## config.mk

```make
export PLATFORM = sky130hd
export DESIGN_NAME = irq_vector_arb
export DESIGN_NICKNAME = d
export VERILOG_FILES = /design/src/rtl/irq_arb_pkg.sv /design/src/rtl/irq_pair_or.sv /design/src/rtl/irq_prio_enc.sv /design/src/rtl/irq_sel_hold.sv /design/src/rtl/irq_vector_arb.sv
export SDC_FILE = /design/constraint.sdc
export NUM_CORES = 1
export LEC_CHECK = 0
export ABC_CLOCK_PERIOD_IN_PS = 3100
export CAP_MARGIN = 5
export CORE_AREA = 5 5 48 50
export CTS_BUF_LIST = sky130_fd_sc_hd__clkbuf_4
export DETAILED_ROUTE_END_ITERATION = 6
export DIE_AREA = 0 0 53 55
export PLACE_DENSITY = 0.92
export SETUP_SLACK_MARGIN = 0.1
export SLEW_MARGIN = 15
export SYNTH_ARGS = -nofsm -noshare
export SYNTH_HDL_FRONTEND = slang
export SYNTH_SLANG_ARGS = --single-unit
```

## constraint.sdc

```tcl
create_clock -name clk -period 3.1 [get_ports clk]
set_input_delay 0.465 -clock clk [delete_from_list [all_inputs] [get_ports clk]]
set_output_delay 0.465 -clock clk [all_outputs]
set_load 0.05 [all_outputs]
```

## src/rtl/irq_arb_pkg.sv

```systemverilog
package irq_arb_pkg;
  localparam int SRC_W = 3;
  localparam int N_SRC = 6;

  typedef enum logic [SRC_W-1:0] {
    SRC_NONE = 3'd0,
    SRC_RST  = 3'd1,
    SRC_SWI  = 3'd2,
    SRC_EXT  = 3'd3,
    SRC_TMR  = 3'd4,
    SRC_SCI  = 3'd5,
    SRC_SPI  = 3'd6
  } src_e;
endpackage

```

## src/rtl/irq_pair_or.sv

```systemverilog
module irq_pair_or #(
  parameter int N = 3
) (
  input  logic [N-1:0] flags,
  input  logic [N-1:0] enables,
  output logic         req
);
  logic [N-1:0] hit;

  generate
    for (genvar i = 0; i < N; i++) begin : g_pair
      assign hit[i] = flags[i] & enables[i];
    end
  endgenerate

  assign req = |hit;
endmodule

```

## src/rtl/irq_prio_enc.sv

```systemverilog
module irq_prio_enc
  import irq_arb_pkg::*;
(
  input  logic [N_SRC:1] reqs,
  output src_e           win
);
  always_comb begin
    win = SRC_NONE;
    for (int i = N_SRC; i >= 1; i--) begin
      if (reqs[i]) win = src_e'(i);
    end
  end
endmodule

```

## src/rtl/irq_sel_hold.sv

```systemverilog
module irq_sel_hold
  import irq_arb_pkg::*;
(
  input  logic clk,
  input  logic rst_n,
  input  logic rst_any,
  input  logic swi_stb,
  input  logic ack,
  input  src_e live_src,
  output logic swi_pend,
  output logic held_v,
  output src_e held_src,
  output src_e out_src
);
  logic swi_pend_n, held_v_n, upd_en;
  src_e held_src_n;

  always_comb begin
    if (rst_any)     out_src = SRC_RST;
    else if (held_v) out_src = held_src;
    else             out_src = live_src;
  end

  always_comb begin
    swi_pend_n = swi_pend;
    held_v_n   = held_v;
    held_src_n = held_src;
    if (rst_any) begin
      swi_pend_n = 1'b0;
      held_v_n   = 1'b0;
    end else begin
      swi_pend_n = swi_pend | swi_stb;
      if (ack && out_src == SRC_SWI) swi_pend_n = 1'b0;
      if (ack) begin
        held_v_n = 1'b0;
      end else if (!held_v && out_src != SRC_NONE) begin
        held_v_n   = 1'b1;
        held_src_n = out_src;
      end
    end
  end

  assign upd_en = (swi_pend_n != swi_pend) || (held_v_n != held_v) ||
                  (held_src_n != held_src);

  always_ff @(posedge clk or negedge rst_n) begin
    if (!rst_n) begin
      swi_pend <= 1'b0;
      held_v   <= 1'b0;
      held_src <= SRC_NONE;
    end else if (upd_en) begin
      swi_pend <= swi_pend_n;
      held_v   <= held_v_n;
      held_src <= held_src_n;
    end
  end
endmodule

```

## src/rtl/irq_vector_arb.sv

```systemverilog
module irq_vector_arb
  import irq_arb_pkg::*;
#(
  parameter int          VEC_W   = 16,
  parameter logic [15:0] VEC_TOP = 16'h3FFE,
  parameter int          TMR_N   = 3,
  parameter int          SCI_N   = 4
) (
  input  logic             clk,
  input  logic             rst_n,
  input  logic             rst_por,
  input  logic             rst_wdog,
  input  logic             rst_pin,
  input  logic             swi_stb,
  input  logic             ext_req,
  input  logic             gmask,
  input  logic [TMR_N-1:0] tmr_flags,
  input  logic [TMR_N-1:0] tmr_en,
  input  logic [SCI_N-1:0] sci_flags,
  input  logic             sci_ovr,
  input  logic [SCI_N-1:0] sci_en,
  input  logic             spi_done,
  input  logic             spi_fault,
  input  logic             spi_en,
  input  logic             cpu_ack,
  output logic             irq_valid,
  output logic [SRC_W-1:0] irq_src,
  output logic [VEC_W-1:0] irq_vector
);
  localparam int RX_BIT = 2;

  // reset released synchronously
  logic [1:0] rst_sync;
  logic       rst_n_s;
  always_ff @(posedge clk or negedge rst_n) begin
    if (!rst_n) rst_sync <= 2'b00;
    else        rst_sync <= {rst_sync[0], 1'b1};
  end
  assign rst_n_s = rst_sync[1];

  logic             rst_any, tmr_req, sci_req, spi_req, swi_act, swi_pend, held_v;
  logic [SCI_N-1:0] sci_flags_m;
  logic [N_SRC:1]   reqs;
  src_e             live_src, held_src, out_src;

  assign rst_any = rst_por | rst_wdog | rst_pin;

  always_comb begin
    sci_flags_m         = sci_flags;
    sci_flags_m[RX_BIT] = sci_flags[RX_BIT] | sci_ovr;
  end

  irq_pair_or #(.N(TMR_N)) u_tmr (.flags(tmr_flags), .enables(tmr_en), .req(tmr_req));
  irq_pair_or #(.N(SCI_N)) u_sci (.flags(sci_flags_m), .enables(sci_en), .req(sci_req));
  irq_pair_or #(.N(1))     u_spi (.flags(spi_done | spi_fault), .enables(spi_en), .req(spi_req));

  assign swi_act = swi_stb | swi_pend;

  always_comb begin
    reqs          = '0;
    reqs[SRC_RST] = rst_any;
    reqs[SRC_SWI] = swi_act;
    reqs[SRC_EXT] = ext_req & ~gmask;
    reqs[SRC_TMR] = tmr_req & ~gmask;
    reqs[SRC_SCI] = sci_req & ~gmask;
    reqs[SRC_SPI] = spi_req & ~gmask;
  end

  irq_prio_enc u_enc (.reqs(reqs), .win(live_src));

  irq_sel_hold u_hold (
    .clk(clk), .rst_n(rst_n_s), .rst_any(rst_any), .swi_stb(swi_stb),
    .ack(cpu_ack), .live_src(live_src), .swi_pend(swi_pend),
    .held_v(held_v), .held_src(held_src), .out_src(out_src)
  );

  logic [VEC_W-1:0] step;
  assign step       = VEC_W'(out_src - 3'd1) << 1;
  assign irq_valid  = (out_src != SRC_NONE);
  assign irq_src    = out_src;
  assign irq_vector = irq_valid ? (VEC_TOP - step) : '0;
endmodule

```

==> results of run 1 <==
-- per-stage QoR --
stage          cells  TNS [ns]
2_1_floorplan     70         0
3_3_place_gp     137     -1.06
3_5_place_dp     137     -2.02
4_1_cts          146         0
5_1_grt          146         0
6_report         146         0
-- routing by layer --
layer | up-vias | track usage, % | wire, um
li1 | 332 | - | -
met1 | 310 | 14.4 | 710
met2 | 39 | 29.8 | 1110
met3 | 0 | 8.04 | 296
met4 | 0 | 2.55 | 0
met5 | - | 0 | 0
-- final cells by class --
cell class | instances | area share [%]
tap | 27 | 2.46
timing repair buffer | 57 | 50.9
sequential | 7 | 12.8
clock buffer | 4 | 2.19
inverter | 4 | 1.09
multi-input combinational | 47 | 30.6
-- registers in the layout, summed over array words and instances (netlist names) --
| signal | cells |
|---|---|
| rst_sync | 2 |
| u_hold.swi_pend | 1 |
| u_hold.held_src | 3 |
| u_hold.held_v | 1 |
-- worst min-delay path by stage --
| stage | endpoint | startpoint | slack, ns |
|---|---|---|---|
| after global placement | u_hold.held_src[2]$_DFFE_PN0P_ | rst_sync[1]$_DFF_PN0_ | 0.07 |
| after global routing | u_hold.swi_pend$_DFFE_PN0P_ | rst_sync[1]$_DFF_PN0_ | 0.1 |
| final | u_hold.swi_pend$_DFFE_PN0P_ | rst_sync[1]$_DFF_PN0_ | 0.08 |
| after detailed placement | u_hold.swi_pend$_DFFE_PN0P_ | rst_sync[1]$_DFF_PN0_ | 0.07 |
| after floorplan | u_hold.held_src[0]$_DFFE_PN0P_ | rst_sync[1]$_DFF_PN0_ | 0.05 |
| after CTS | u_hold.swi_pend$_DFFE_PN0P_ | rst_sync[1]$_DFF_PN0_ | 0.08 |
-- synth_stat cells --
cell type,instances
a21oi_1,1
o21ai_1,3
dfrtp_1,7
o31ai_1,1
and2_1,3
ha_1,3
a311oi_1,1
inv_1,4
nor2_1,1
a222oi_1,2
nor4_1,2
nor3_1,2
conb_1,2
nand3_1,1
a31oi_2,1
a21oi_2,1
nand4_1,1
a21boi_0,1
nor2_2,1
a21boi_2,1
mux2_4,1
buf_2,1
or3_1,2
mux2_1,2
buf_4,11
a31oi_1,1
or2_1,1
nand2_1,6
o21ai_0,4
o31a_1,1
-- power breakdown --
group	total [mW]	switching [mW]	internal [mW]
Clock	0.0899	0.0321	0.0578
Sequential	0.108	0.00708	0.101
Combinational	0.221	0.108	0.113
Total	0.419	0.147	0.272
-- worst reg2reg max path: stages, from the launching register on --
cell     delay, ns
dfrtp_1       0.49
nor3_4        0.08
nand2_1       0.07
o21ai_0       0.14
a31oi_4       0.19
nand2_2       0.11
ha_4          0.21
buf_4         0.13
buf_4         0.13
a21oi_2       0.16
mux2_1        0.33
-- cell usage in the layout (no fill, tap or decap), drive strengths merged, types with 3 or more instances in the layout --
cell           Yosys  layout
clkdlybuf4s15      0       4
ha                 3       3
clkdlybuf4s50      0      14
conb               2       3
mux2               3       3
dfrtp              7       7
inv                4       4
clkbuf             0       9
buf               12      32
o21ai              7       7
nand2              6       6
and2               3       3
-- what timing repair did --
item / 4_1_cts / 5_1_grt
endpoints found under the setup margin: 15 / 14
buffers inserted: 5 / 0
gates resized for setup: 24 / 13
pin swaps: 6 / 7
-- cell families (layout without fill, tap and decap cells) --
| group | Yosys count | after routing | share of synthesized area [%] |
|---|---|---|---|
| AND/OR/NAND/NOR | 20 | 20 | 17.4 |
| buffers and inverters | 16 | 65 | 17.2 |
| adder cells (fa/ha/maj) | 3 | 3 | 6.30 |
| other | 2 | 3 | 1.26 |
| flip-flops | 7 | 7 | 29.4 |
| multiplexers | 3 | 3 | 6.30 |
| AO/OA/AOI/OAI | 18 | 18 | 22.1 |
==> run summary, run 1 <==
most used cell, CP: buf_12
fill count: 137
CP Launch Type: input pin
Crit Path Max Fanout: 6
final clock skew: 0.00316 ns
Rows: 16
htree depth: 1
initial antenna violation count: 0
number of DRC markers in iteration 0: 9
total congestion overflow: 0
drt pass-1 iters: 4
reg2reg setup slack: 0.93 ns
status: completed
post-route DRC violation count: 0
root buffer cell: clkbuf_4
Mapped Cells: 69
FF-to-FF path depth: 10
clk slew on worst S/H paths: 0.05 ns
HPWL after detailed placement: 1730 um
ANT nets after route: 0
Seq cells post-synth: 7
pre-CTS setup slack: -0.173 ns
R2R Path Start: u_hold.held_v$_DFFE_PN0P_
crit-path leading delay family: buffers and inverters
Buf+Inv Stages, Crit Path: 3
crit path cell chain: clkdlybuf4s50_1, o21ai_1, nand3_2, or2_4, a31oi_4, nand2_2, ha_4, o21ai_4, o31a_4, buf_12, buf_12
Post-CTS Hold Fix Bufs: 0
fin util: 73.7%
CTS tree: done
final-report setup violation count: 0
gp weighted congestion: 0.810
die area: 0.00292 mm^2
mean cell area of the mapped netlist: 8.63 um^2
clock buffer depth: 2
Die X: 53 um
largest area contributor in the netlist: dfrtp_1
vias in the first global route: 730
via/cell ratio: 4.66
power per cell area: 305 mW/mm^2
P_leak: 0.619 nW
HP Class: register to asynchronous set/reset pin
Starting Density: 32.0%
proportion of layout cells with a drive suffix above 1: 48.7%
Hold WS: 0.0783 ns
Seq/Total Area, Yosys: 29.4%
Critical Path Start: sci_ovr
Via Count: 681
Yosys cell types: 30
Worst Path Class, Setup: input pin to primary output
Crit path arrival time: 2.43 ns
Worst setup endpoint: irq_vector[6]
unrepaired setup endpoints after global routing: no
Area growth, synth to finish: 130%
Final Power: 0.419 mW
Final Max Slew Viols: 0
final setup margin: 0.204 ns
slowest CP cell: clkdlybuf4s50_1
core area: 0.00186 mm^2
Die Span Y: 55 um
largest stage delay on the critical path: 0.39 ns
Num CTS Buffers: 3
min Tclk post-route: 2.90 ns
Reg area: 175 um^2
IO Count: 47
final instance area: 0.00137 mm^2
maximum number of pins on one net before global-route repair: 7
first-pass GRT wire length: 3260 um
CP Depth: 11
routed len/inst: 14.5 um
Sink Count: 7
Critical Path RT: 2.63 ns
RR Endpoint: u_hold.held_src[1]$_DFFE_PN0P_
DP Area: 0.00128 mm^2
Max Fclk: 0.345 GHz
area occupied by multi-input gates: 419 um^2
drt total wl: 2120 um
final hold vios: 0
gr usage total: 15.3%
Mapped Area: 596 um^2
top cell type's share of synthesized area: 29.4%
max cap viols: 0
Yosys warning count: 0
ANT cells: 0
period utilization: 93.4%
Final #Nets: 150
Synth area leaders: dfrtp_1 29%, buf_4 14%, ha_1 6.3%
Critical Path Sink Type: primary output
later-pin clock latency in the skew report: 0.25 ns
input/output buffers: 44
Peak VDD IR: 0.347 mV
Power figures use the tool's default switching activity.
==> run 2: changes to the inputs <==
CORE_AREA = 8 8 51 53   (was 5 5 48 50)
DIE_AREA = 0 0 59 61   (was 0 0 53 55)
==> run summary, run 2 (synthesis gave the netlist of run 1 again) <==
gp weighted congestion: 0.824 (+1.7%)
Worst Path Class, Setup: input pin to primary output
crit path cell chain: dlygate4sd2_1, a222oi_1, buf_4, a21boi_0, o21ai_1, nand2_4, inv_1, ha_4, o21ai_4, o31a_4, buf_12
post-route DRC violation count: 0 (unchanged)
core area: 0.00184 mm^2 (-1.1%)
power per cell area: 308 mW/mm^2 (+0.90%)
min Tclk post-route: 2.90 ns (+0.00686 ns)
Die X: 59 um (+11%)
Via Count: 722 (+6.0%)
final setup margin: 0.197 ns (-0.00686 ns)
most frequent cells in the layout: 17 x buf_12, 14 x clkdlybuf4s50_1, 11 x buf_4, 7 x dfrtp_1, 5 x clkdlybuf4s15_1
Crit path arrival time: 2.44 ns (about the same)
drt pass-1 iters: 4 (unchanged)
P_leak: 0.617 nW (-0.31%)
routed len/inst: 16.2 um (+12%)
max cap viols: 0 (unchanged)
Num CTS Buffers: 3 (unchanged)
Sink Count: 7 (unchanged)
Critical Path RT: 2.63 ns (about the same)
final hold vios: 0 (unchanged)
unrepaired setup endpoints after global routing: no
IO Count: 47 (unchanged)
DP Area: 0.00128 mm^2 (unchanged)
final clock skew: 0.00445 ns (+0.00129 ns)
later-pin clock latency in the skew report: 0.24 ns (about the same)
ANT nets after route: 0 (unchanged)
Die Span Y: 61 um (+11%)
HP Class: register to asynchronous set/reset pin
Max Fclk: 0.345 GHz (-0.24%)
via/cell ratio: 4.98 (+6.8%)
ANT cells: 0 (unchanged)
HPWL after detailed placement: 1890 um (+9.2%)
htree depth: 1 (unchanged)
commonest non-fill, non-tap cell in the layout: buf_12
fill count: 136 (-0.73%)
pre-CTS setup slack: -0.212 ns (-0.0387 ns)
slowest CP cell: a222oi_1
root buffer cell: clkbuf_4
CP Launch Type: input pin
maximum number of pins on one net before global-route repair: 7 (unchanged)
Peak VDD IR: 0.260 mV (-25%)
Crit Path Max Fanout: 5 (-1)
gr usage total: 13.7% (-1.6 points)
first-pass GRT wire length: 3840 um (+18%)
Final Max Slew Viols: 0 (unchanged)
setup TNS: 0 ns (unchanged)
Rows: 16 (unchanged)
status: completed
largest stage delay on the critical path: 0.27 ns (-0.12 ns)
final instance area: 0.00136 mm^2 (-0.55%)
fin util: 74.0% (+0.39 points)
Area growth, synth to finish: 129%
period utilization: 93.6% (+0.22 points)
drt total wl: 2350 um (+11%)
Post-CTS Hold Fix Bufs: 0 (unchanged)
clk slew on worst S/H paths: 0.05 ns (about the same)
vias in the first global route: 825 (+13%)
Biggest register: u_hold.held_src
CTS tree: done
total congestion overflow: 0 (unchanged)
Critical Path Sink Type: primary output
biggest regs: u_hold.held_src (3), rst_sync (2)
input/output buffers: 44 (unchanged)
Starting Density: 32.3% (+0.35 points)
die area: 0.00360 mm^2 (+23%)
number of DRC markers in iteration 0: 12 (+3)
max reg flops: 3 (unchanged)
final-report setup violation count: 0 (unchanged)
initial antenna violation count: 0 (unchanged)
proportion of layout cells with a drive suffix above 1: 46.6% (-2.1 points)
clock buffer depth: 2 (unchanged)
Final #Nets: 149 (-0.67%)
run 2: final cells by class:
class,count,area [um^2],share of cell area [%]
inverter,4,15.0,1.10
timing repair buffer,55,674,49.4
clock buffer,4,30.0,2.20
multi-input combinational,48,435,31.9
tap,27,33.8,2.48
sequential,7,175,12.8
run 2: through the flow:
stage / total power, mW / hold slack [ns] / instances
2_1_floorplan: 0.230 / 0.0541 / 70
3_3_place_gp: 0.316 / 0.0683 / 137
3_5_place_dp: 0.321 / 0.0743 / 137
4_1_cts: 0.419 / 0.0781 / 144
5_1_grt: 0.444 / 0.0868 / 145
6_report: 0.420 / 0.0742 / 145
run 2: per-layer routing:
| metal | track usage (%) | vias up | routed length, um |
|---|---|---|---|
| met5 | 0 | - | 0 |
| met4 | 5.12 | 0 | 29 |
| met3 | 5.93 | 4 | 258 |
| met2 | 23.7 | 42 | 1150 |
| met1 | 14.4 | 343 | 914 |
| li1 | - | 333 | - |
run 2: where the power goes:
part / switching (mW) / internal, mW / leakage [nW]
Sequential: 0.00786 / 0.101 / 0.0862
Combinational: 0.111 / 0.111 / 0.513
Clock: 0.0322 / 0.0578 / 0.0184
run 2: critical path: cells and delay by family:
family	cells	cell delay, ns
AO/OA/AOI/OAI	5	1.01
buffers and inverters	4	0.66
adder cells (fa/ha/maj)	1	0.20
AND/OR/NAND/NOR	1	0.10
run 2: worst paths after layout:
path | from | to | slack, ns | cells after the start
hold reg to reg | rst_sync[1]$_DFF_PN0_ | u_hold.held_v$_DFFE_PN0P_ | 0.07 | 0
setup / recovery | tmr_en[0] | irq_vector[10] | 0.20 | 11
min in group clk | rst_sync[0]$_DFF_PN0_ | rst_sync[1]$_DFF_PN0_ | 0.35 | 0
max in group asynchronous | rst_n | rst_sync[1]$_DFF_PN0_ | 2.60 | 1
hold / removal | rst_sync[1]$_DFF_PN0_ | u_hold.held_v$_DFFE_PN0P_ | 0.07 | 0
setup reg to reg | u_hold.held_v$_DFFE_PN0P_ | u_hold.held_src[1]$_DFFE_PN0P_ | 1.04 | 8
run 2: repair_timing:
item	4_1_cts	5_1_grt
gates cloned	1	0
gates resized for setup	21	13
pin swaps	7	6
endpoints found under the setup margin	15	14
buffers inserted	2	1
==> run 3: changes to the inputs <==
CORE_AREA = 8 8 52 54   (was 8 8 51 53)
DIE_AREA = 0 0 60 62   (was 0 0 59 61)
SKIP_CTS_REPAIR_TIMING = 1   (was default)
SYNTH_HIERARCHICAL = 1   (was default)
==> run summary, run 3 <==
status: finished, violations left
failing checks: negative setup slack
Crit Path Max Fanout: 3 (-2)
P_leak: 0.864 nW (+40%)
crit path cell chain: dlymetal6s2s_1, a222oi_1, inv_1, nor2b_4, or3b_4, a21oi_4, mux2i_4, nor2_4, inv_2, ha_4, buf_6, nor4_4, buf_12
Buf+Inv Stages, Crit Path: 5 (+1)
Yosys cell types: 32 (+6.7%)
final setup margin: -0.323 ns (-0.520 ns)
initial antenna violation count: 0 (unchanged)
Sw Ratio: 30.4% (-5.5 points)
min Tclk post-route: 3.42 ns (+0.520 ns)
Sink Count: 7 (unchanged)
Synth area leaders: dfrtp_1 27%, buf_4 13%, nor2b_1 4.9%
Worst Path Class, Setup: input pin to primary output
Via Count: 845 (+17%)
Seq/Total Area, Yosys: 27.3% (-2.1 points)
XOR/XNOR share of the synthesized area: 0% (unchanged)
Max Fclk: 0.292 GHz (-15%)
largest area contributor in the netlist: dfrtp_1
reg2reg setup slack: 1.07 ns (+0.03 ns)
CTS tree: done
RR Endpoint: u_hold/swi_pend$_DFFE_PN0P_
commonest non-fill, non-tap cell in the layout: buf_4
complex-gate fraction of the synthesized area: 18.9% (-3.2 points)
Top FF cell, synth: dfrtp_1
Biggest register: u_hold/held_src
biggest regs: u_hold/held_src (3), rst_sync (2)
IO Count: 47 (unchanged)
R2R Path Start: u_hold/swi_pend$_DFFE_PN0P_
Final Max Slew Viols: 0 (unchanged)
Final Power: 0.338 mW (-20%)
Critical Path RT: 2.63 ns (about the same)
gr usage total: 13.7% (about the same)
input/output buffers: 44 (unchanged)
Die X: 60 um (+1.7%)
P_int: 0.235 mW (-13%)
largest family of logic cells by synthesized area: simple AND/OR/NAND/NOR gates
root buffer cell: clkbuf_4
number of synthesized flops with an enable pin: 0 (unchanged)
post-synthesis adder-cell area fraction: 3.90% (-2.4 points)
final instance area: 0.00166 mm^2 (+22%)
CP Launch Type: input pin
maximum number of pins on one net before global-route repair: 11 (+4)
Seq cells post-synth: 7 (unchanged)
via/cell ratio: 5.09 (+2.2%)
max reg flops: 3 (unchanged)
HPWL after detailed placement: 2240 um (+18%)
Critical Path Sink Type: primary output
HP Class: register to asynchronous set/reset pin
most frequent cells in the layout: 27 x buf_4, 18 x buf_12, 17 x dlymetal6s2s_1, 7 x clkdlybuf4s50_1, 7 x dfrtp_1
Crit path arrival time: 2.96 ns (+0.52 ns)
Comb pwr share: 43.7% (-8.9 points)
ANT cells: 0 (unchanged)
htree depth: 1 (unchanged)
asr flop ratio synth: 100% (unchanged)
routed len/inst: 19.8 um (+22%)
final-report setup violation count: 14 (+14)
Hold WS: 0.0635 ns (-0.0107 ns)
Final #Nets: 169 (+13%)
Yosys warning count: 6 (+6)
Mapped Area: 642 um^2 (+7.8%)
first-pass GRT wire length: 3850 um (+0.36%)
Mapped Cells: 74 (+7.2%)
setup TNS: -3.49 ns (-3.49 ns)
proportion of layout cells with a drive suffix above 1: 58.3% (+12 points)
Die Span Y: 62 um (+1.6%)
Num CTS Buffers: 3 (unchanged)
final hold vios: 0 (unchanged)
Post-Synth Simple-Gate Area: 28.7% (+11 points)
total congestion overflow: 0 (unchanged)
ANT nets after route: 0 (unchanged)
Starting Density: 33.8% (+1.4 points)
number of DRC markers in iteration 0: 18 (+6)
mux share of post-synthesis cell area: 3.12% (-3.2 points)
vias in the first global route: 824 (-0.12%)
top cells by count, synth: 11 x buf_4, 7 x dfrtp_1, 5 x nor2_1, 5 x nor2b_1, 4 x inv_1
FF-to-FF path depth: 9 (+1)
drt pass-1 iters: 4 (unchanged)
DP Area: 0.00140 mm^2 (+9.6%)
Area growth, synth to finish: 159%
Sw Pwr: 0.103 mW (-32%)
Flop pwr share: 30.7% (+4.7 points)
die area: 0.00372 mm^2 (+3.4%)
unrepaired setup endpoints after global routing: yes
Peak VDD IR: 0.309 mV (+19%)
top cell type's share of synthesized area: 27.3% (-2.1 points)
slowest CP cell: or3b_4
clock power share: 25.6% (+4.2 points)
crit-path leading delay family: simple AND/OR/NAND/NOR gates
power per cell area: 203 mW/mm^2 (-34%)
mean cell area of the mapped netlist: 8.67 um^2 (+0.49%)
largest stage delay on the critical path: 0.42 ns (+0.15 ns)
final clock skew: 0.00269 ns (-0.00176 ns)
post-route DRC violation count: 0 (unchanged)
fill count: 75 (-45%)
period utilization: 110% (+17 points)
Rows: 16 (unchanged)
gp weighted congestion: 0.858 (+4.1%)
clock buffer depth: 2 (unchanged)
most common cell in the netlist: buf_4
max cap viols: 0 (unchanged)
drt total wl: 3290 um (+40%)
clk slew on worst S/H paths: 0.05 ns (about the same)
core area: 0.00190 mm^2 (+3.3%)
later-pin clock latency in the skew report: 0.24 ns (about the same)
## run 3: changes by cell type after synthesis, moves of 2 or more
cell,change
mux2i_1,+2
a22o_1,+3
o21ai_0,-2
a22oi_1,+2
nand2_1,-5
o21ai_1,-3
nor2_1,+4
nor2b_1,+5
a21o_1,+2
or2_2,+3
mux2_1,-2
## run 3: how the worst max path moves through the flow
stage | startpoint | end | cells after the start
floorplan | sci_ovr | irq_vector[10] | 12
global placement | sci_ovr | irq_vector[11] | 13
detailed placement | sci_ovr | irq_vector[5] | 13
CTS | sci_ovr | irq_vector[5] | 13
global route | tmr_en[0] | irq_vector[14] | 13
finish | tmr_en[0] | irq_vector[14] | 13
## run 3: through the flow
step                worst slack [ns]  cells  utilization, %
CTS                           -0.729    156            75.3
detailed placement            -0.724    152            73.8
finish                        -0.323    166            87.4
floorplan                     -0.511     75               -
global route                  -0.426    166            87.4
global placement              -0.578    152            73.8
## run 3: final cells by class
type                       count  area, um^2  area share [%]
tap                           27        33.8            2.03
multi-input combinational     52         533            32.1
sequential                     7         175            10.5
clock buffer                   4        30.0            1.81
timing repair buffer          72         873            52.5
inverter                       4        17.5            1.05
## run 3: power by group through the flow
stage	logic, mW	registers [mW]	clock network [mW]
2_1_floorplan	0.0667	0.102	0
3_3_place_gp	0.124	0.104	0
3_5_place_dp	0.129	0.105	0
4_1_cts	0.129	0.103	0.0904
5_1_grt	0.153	0.105	0.0915
6_report	0.148	0.104	0.0865
## run 3: per-layer routing
layer / vias up / global-route usage, % / share of wire (%)
li1: 381 / - / -
met4: 0 / 6.46 / 3.0
met5: - / 0 / 0
met1: 406 / 12.1 / 39
met2: 46 / 29.1 / 52
met3: 12 / 2.06 / 6.7
## run 3: logic make-up (layout without fill, tap and decap cells)
| family | after synthesis | count (layout) |
|---|---|---|
| AO/OA/AOI/OAI | 16 | 16 |
| adder cells (fa/ha/maj) | 2 | 2 |
| buffers and inverters | 16 | 80 |
| flip-flops | 7 | 7 |
| multiplexers | 2 | 2 |
| other | 2 | 3 |
| AND/OR/NAND/NOR | 29 | 29 |
